<file path="src/rtl/lazy_field_addsub.sv">
module lazy_field_addsub #(
  parameter int W   = 256,
  parameter int SLW = 54
) (
  input  logic           clk,
  input  logic           rst,
  input  logic           start,
  input  logic           sub,
  input  logic [W+2:0]   op_a,
  input  logic [W+2:0]   op_b,
  input  logic [W+2:0]   four_m,
  output logic [W+2:0]   result,
  output logic           done
);
  localparam int RW  = W + 3;
  localparam int NSL = (RW + SLW - 1) / SLW;
  localparam int PW  = NSL * SLW;
  localparam int CW  = $clog2(NSL + 1);

  logic [PW-1:0]  a_q, b_q, k_q, res_q;
  logic [1:0]     cy_q;
  logic [CW-1:0]  cnt_q;
  logic           busy_q, done_q;
  logic [SLW+1:0] sum;

  assign sum = {2'b00, a_q[SLW-1:0]} + {2'b00, b_q[SLW-1:0]}
             + {2'b00, k_q[SLW-1:0]} + {{SLW{1'b0}}, cy_q};

  always_ff @(posedge clk) begin
    if (rst) begin
      a_q <= '0; b_q <= '0; k_q <= '0; res_q <= '0;
      cy_q <= '0; cnt_q <= '0; busy_q <= 1'b0; done_q <= 1'b0;
    end else begin
      done_q <= 1'b0;
      if (start && !busy_q) begin
        a_q    <= PW'(op_a);
        b_q    <= sub ? PW'(~op_b) : PW'(op_b);
        k_q    <= sub ? PW'(four_m) : '0;
        cy_q   <= {1'b0, sub};
        cnt_q  <= '0;
        busy_q <= 1'b1;
      end else if (busy_q) begin
        res_q <= {sum[SLW-1:0], res_q[PW-1:SLW]};
        a_q   <= a_q >> SLW;
        b_q   <= b_q >> SLW;
        k_q   <= k_q >> SLW;
        cy_q  <= sum[SLW+1:SLW];
        cnt_q <= cnt_q + 1'b1;
        if (cnt_q == CW'(NSL - 1)) begin
          busy_q <= 1'b0;
          done_q <= 1'b1;
        end
      end
    end
  end

  assign result = res_q[RW-1:0];
  assign done   = done_q;

  a_r4_done_single: assert property (@(posedge clk) disable iff (rst)
    done |=> !done);
  a_r4_done_ends_busy: assert property (@(posedge clk) disable iff (rst)
    done |-> ($past(busy_q) && !busy_q));
  a_r5_busy_keeps_count: assert property (@(posedge clk) disable iff (rst)
    (busy_q && cnt_q != CW'(NSL - 1)) |=> busy_q);
  a_r6_result_hold: assert property (@(posedge clk) disable iff (rst)
    (!busy_q && !start) |=> $stable(result));
  a_r8_carry_bound: assert property (@(posedge clk) disable iff (rst)
    cy_q != 2'b11);
endmodule

</file>
<file path="config.mk">
export PLATFORM = sky130hd
export DESIGN_NAME = lazy_field_addsub
export DESIGN_NICKNAME = d
export VERILOG_FILES = /design/src/rtl/lazy_field_addsub.sv
export SDC_FILE = /design/constraint.sdc
export NUM_CORES = 2
export LEC_CHECK = 0
export BUFFER_PORTS_ARGS = -buffer_cell sky130_fd_sc_hd__clkbuf_2
export CORE_AREA = 3 3 400 402
export DETAILED_ROUTE_END_ITERATION = 10
export DIE_AREA = 0 0 403 405
export PLACE_DENSITY = 0.53
export REMOVE_ABC_BUFFERS = 1
export SLEW_MARGIN = 20
export SYNTH_ARGS = -nofsm -noshare
export SYNTH_HDL_FRONTEND = slang
export SYNTH_SLANG_ARGS = --single-unit
</file>
<file path="constraint.sdc">
create_clock -name clk -period 5.4 [get_ports clk]
set_input_delay 0.81 -clock clk [delete_from_list [all_inputs] [get_ports clk]]
set_output_delay 0.81 -clock clk [all_outputs]
set_load 0.1 [all_outputs]
</file>
Word level (Yosys, flattened, before mapping)
Cells that the tools add are included.
- $add $sub $neg: 4
- $mul: 0
- divide/modulo/power cells: 0
- order comparisons: 0
- equal/unequal tests: 1
- shift operators: 0
- mux-type cells: 14
- bitwise operators: 3
- reductions and logical operators: 6
- operators with widths (operator ; number):
    270-bit 2-to-1 mux ; 5
    259-bit 2-to-1 mux ; 3
    259-bit NOT with 270-bit output ; 1
    55-bit by 54-bit adder with 56-bit output ; 1
    56-bit by 2-bit adder with 56-bit output ; 1
    54-bit by 54-bit adder with 55-bit output ; 1
    1-bit 2-to-1 mux ; 6
    3-bit by 1-bit adder with 3-bit output (second input constant) ; 1
    3-bit equality test (second input constant) ; 1
    3-bit OR reduction ; 1
    1-bit NOT ; 2
    2-bit AND reduction ; 1
    2-bit nonzero test ; 1
    2-bit OR reduction ; 1
    1-bit logical AND ; 1
    1-bit logical NOT ; 1
- bits in registers: 1076
- bits in latches: 0
- memory bits (writable): 0
- ROM bits: 0
- bits of input ports: 781
- output and inout bits: 260
- logic and storage cells: 37
- memories kept: 0

Logic depth before layout (Yosys ltp)
- depth after elaboration: 5
- depth in mapped cells: 17
- gate-level depth less buffers: 17

Worst setup path before layout
No wires, ideal clock.
- path type: reg2reg
- from: reg a_q[1]
- to: reg res_q[265]
- setup time: 117 ps
- arrival: 3717 ps
- required time: 5283 ps
- setup slack: 1567 ps
- cell stages (with the launch flop): 18
- buffers on the path: 0
- clock period less this slack: 3833 ps
- cells stage by stage: dfxtp_1 > inv_1 > fa_1 > inv_1 > fa_1 > ha_1 > inv_1 > fa_1 > nand2b_1 > a21oi_1 > o21ai_1 > a21oi_2 > nor2_1 > o31ai_4 > a211oi_2 > o31ai_2 > xnor2_1 > a22o_1
- longest elaborated chain between the ends: 3
- RTL lines (element ; line ; RTL):
    start, declared ; 20 ; logic [PW-1:0] a_q, b_q, k_q, res_q;
    start signal, assigned ; 36 ; a_q <= PW'(op_a);
    start signal, assigned ; 44 ; a_q <= a_q >> SLW;
    54-bit by 54-bit adder with 55-bit output ; 26 ; assign sum = {2'b00, a_q[SLW-1:0]} + {2'b00, b_q[SLW-1:0]}
    55-bit by 54-bit adder with 56-bit output ; 27 ; + {2'b00, k_q[SLW-1:0]} + {{SLW{1'b0}}, cy_q};
    56-bit by 2-bit adder with 56-bit output ; 27 ;
    end signal, assigned ; 43 ; res_q <= {sum[SLW-1:0], res_q[PW-1:SLW]};
    end, declared ; 20 ;
No other way between the ends.
A chain may end at the register's enable or synchronous reset.

Worst setup path in the final report
Same ends and word-level chain as after synthesis.

==> metrics.md <==
| Metric | Value |
|---|---|
| Synth unique cells | `65` |
| Gr usage total | `0.216` |
| Crit Path Class | `register to register` |
| Initial Utilization | `0.329` |
| RSZ-0062 raised after global routing | `false` |
| Total wire length | `186 mm` |
| Ys flop type | `dfxtp_1` |
| Routed Antenna Nets | `0` |
| Tcrit/Tclk final | `0.864` |
| H-Tree Depth | `3` |
| Fill count | `16100` |
| DR pass1 iterations | `5` |
| Power Total | `0.0202 W` |
| Via/cell ratio | `4.96` |
| IO Port Bufs | `1040` |
| Post-CTS Resized | `0` |
| Die H | `405 µm` |
| Fin cells | `8815` |
| CTS root buf | `clkbuf_16` |
| Ys Warns | `0` |
| Synth Cell Area | `51400 µm²` |
| Rel. slew slack | `0.267` |
| Total global routing overflow | `0` |
| First-pass GRT wire length | `269 mm` |
| Placed cell count | `8550` |
| Cells after synthesis | `6144` |
| Post-CTS Setup Bufs | `0` |
| Cell Rows | `145` |
| Syn-to-layout area delta | `17.1%` |
| Vias | `43700` |
| Outcome | `completed` |
| Top-area cell type share of the netlist area | `0.411` |
| Area leader, netlist | `dfxtp_1` |
| Final core occ | `0.385` |
| Area after DPL | `56100 µm²` |
| Routed WL per cell | `21.1 µm` |
| Iter 0 DRT Violations | `2990` |
| CTS tree | `built` |
| PwrDens | `335 nW/µm²` |
| Post-CTS Hold Buffers | `0` |
| Sequential fraction of the synthesis area | `0.411` |
| CP max FO | `4` |
| Worst slew pin tran | `1100 ps` |
| Horiz. Die Dim | `403 µm` |
| Clk buf depth | `3` |
| # IOs | `1041` |
| Post-DP HPWL | `133 mm` |
| Hold Fails Final Rpt | `0` |
| DRC | `0` |
| Maxcap violations | `0` |
| Largest net degree at the start of global routing | `220` |
| Worst vdd ir | `0.268 mV` |
| Clk slew on worst S/H paths | `60 ps` |
| Worst path arrival time | `5280 ps` |
| Flops & latches, synth | `1055` |
| Async S/R FF share, synth | `0` |
| Clk_skew | `25.4 ps` |
| Worst path required time | `6020 ps` |
| CORE AREA | `156000 µm²` |
| F_max | `214 MHz` |
| Setup violators final | `0` |
| Design area | `60200 µm²` |
| Min Tclk post-route | `4670 ps` |
| Share of post-route cells with drive strength above 1 | `0.195` |
| Final GP Congestion | `0.878` |
| Crit path launch type | `register` |
| Synth top area cells | `dfxtp_1 (41%), nor2_1 (12%), mux2i_1 (9.8%)` |
| Vias in the first global route | `40900` |
| CP Capture Type | `register` |
| Antenna violations before repair | `62` |
| Hold Path Class | `input port to register` |
| CTS buffer count | `120` |
| Post-layout net count | `7560` |
| CTS sink cnt | `1055` |
| Die ar. | `163000 µm²` |
| Worst-Skew Late Latency | `740 ps` |
| Mapped Avg Cell Area | `8.37 µm²` |
| Pleak | `26.6 nW` |
| Pins Over Slew Limit | `0` |
| EDFF count, synth | `0` |
| TNS Setup | `0 ps` |
==> metrics by stage <==
stage / setup slack [ps] / hold WS (ps)
CTS: 747 / 236
global placement: 845 / 463
floorplan: -41450 / 442
detailed placement: 783 / 471
finish: 733 / 309
global route: 484 / 279
==> synthesized netlist by cell type (3+ instances only) <==
cell type  count
and2_1         5
nor3_1         8
nor2_1      1673
nor2b_1        7
buf_4        260
o21a_1         5
nand3_1        9
a21o_1        25
xnor2_1      286
buf_2          8
o21ai_0       19
nand2b_1       5
clkbuf_1     379
a211o_1       12
inv_1        229
a21boi_0       3
a22oi_1      260
a22o_1        21
fa_1          56
o21ai_1        9
buf_1         95
o21bai_1      20
xor2_1        22
o211ai_1       5
mux2i_1      504
and3_1         7
a211oi_1     255
a21oi_1      690
ha_1         109
a31oi_1       10
nand4_1       13
nand2_1       36
dfxtp_1     1055
==> layout make-up <==
cell class | instances | area [µm²] | area share
diodes | 50 | 125 | 0.00208
clock buffers | 174 | 3480 | 0.0578
clock inverters | 41 | 497 | 0.00825
inverters | 230 | 871 | 0.0145
multi-input cells | 4115 | 25700 | 0.427
flip-flops and latches | 1055 | 21100 | 0.351
well taps | 2058 | 2570 | 0.0428
repair buffers | 1092 | 5840 | 0.0971
==> worst paths after layout <==
| check | to | cells after the start | startpoint | slack, ps |
|---|---|---|---|---|
| max | res_q[265]$_SDFFE_PP0P_ | 17 | a_q[1]$_SDFFE_PP0P_ | 730 |
| min | a_q[232]$_SDFFE_PP0P_ | 3 | op_a[232] | 310 |
| max reg2reg | res_q[265]$_SDFFE_PP0P_ | 17 | a_q[1]$_SDFFE_PP0P_ | 730 |
| min reg2reg | busy_q$_SDFF_PP0_ | 1 | cnt_q[2]$_SDFFE_PP0P_ | 480 |
==> cells in the final DEF (no fill, tap or decap), types with 9 or more instances in the layout <==
master / netlist / routed
a21o_1: 25 / 25
clkbuf_16: 0 / 120
clkbuf_2: 0 / 1037
dfxtp_1: 1055 / 1054
a31oi_1: 10 / 10
clkbuf_1: 379 / 27
mux2i_1: 504 / 504
nand3_1: 9 / 9
o21ai_1: 9 / 9
buf_12: 0 / 17
xor2_1: 22 / 22
a21oi_1: 690 / 690
nor2_1: 1673 / 1671
a22oi_1: 260 / 260
nand4_1: 13 / 13
a211o_1: 12 / 12
nand2_1: 36 / 36
ha_1: 109 / 109
clkbuf_8: 0 / 27
diode_2: 0 / 50
buf_4: 260 / 34
o21bai_1: 20 / 20
clkinv_2: 0 / 20
a211oi_1: 255 / 255
a22o_1: 21 / 21
inv_1: 229 / 229
xnor2_1: 286 / 286
fa_1: 56 / 56
o21ai_0: 19 / 19
==> power by group <==
part	switching, W	internal, W	total [W]
Sequential	0.000317	0.00819	0.00851
Clock	0.00351	0.00483	0.00835
Combinational	0.00210	0.00120	0.00330
==> kinds of logic after synthesis <==
family                     after synthesis  share of synthesized area
AOI/OAI and AO/OA                     1361                      0.167
xor gates and xnor gates               308                     0.0525
adders and majority gates              165                     0.0483
buffers and inverters                  974                     0.0906
DFF                                   1055                      0.411
muxes                                  504                     0.0981
and+or+nand+nor                       1777                      0.133
==> registers in the layout (all words and copies together), names as in the netlist <==
| signal | flops |
|---|---|
| cy_q | 2 |
| a_q | 259 |
| busy_q | 1 |
| res_q | 270 |
| done | 1 |
| cnt_q | 3 |
| b_q | 260 |
| k_q | 259 |
==> worst max-delay path: stages, from the launching register on <==
cell	delay (ps)
dfxtp_1	330
inv_1	60
fa_1	530
inv_1	50
fa_1	480
ha_1	190
inv_1	70
fa_1	450
nand2b_1	180
a21oi_1	320
o21ai_1	250
a21oi_2	300
nor2_1	150
o31ai_4	420
a211oi_2	190
o31ai_2	290
xnor2_1	90
a22o_1	190
==> metal layers <==
layer  up-vias  part of all wire  global-route usage
met5         -           0.00081                   0
met4        22             0.028              0.0770
met3       276             0.055              0.0449
met2      1113              0.49               0.366
met1     20800              0.43               0.272
li1      21500                 -                   -
Note: power is estimated with default switching activity, not from simulation.
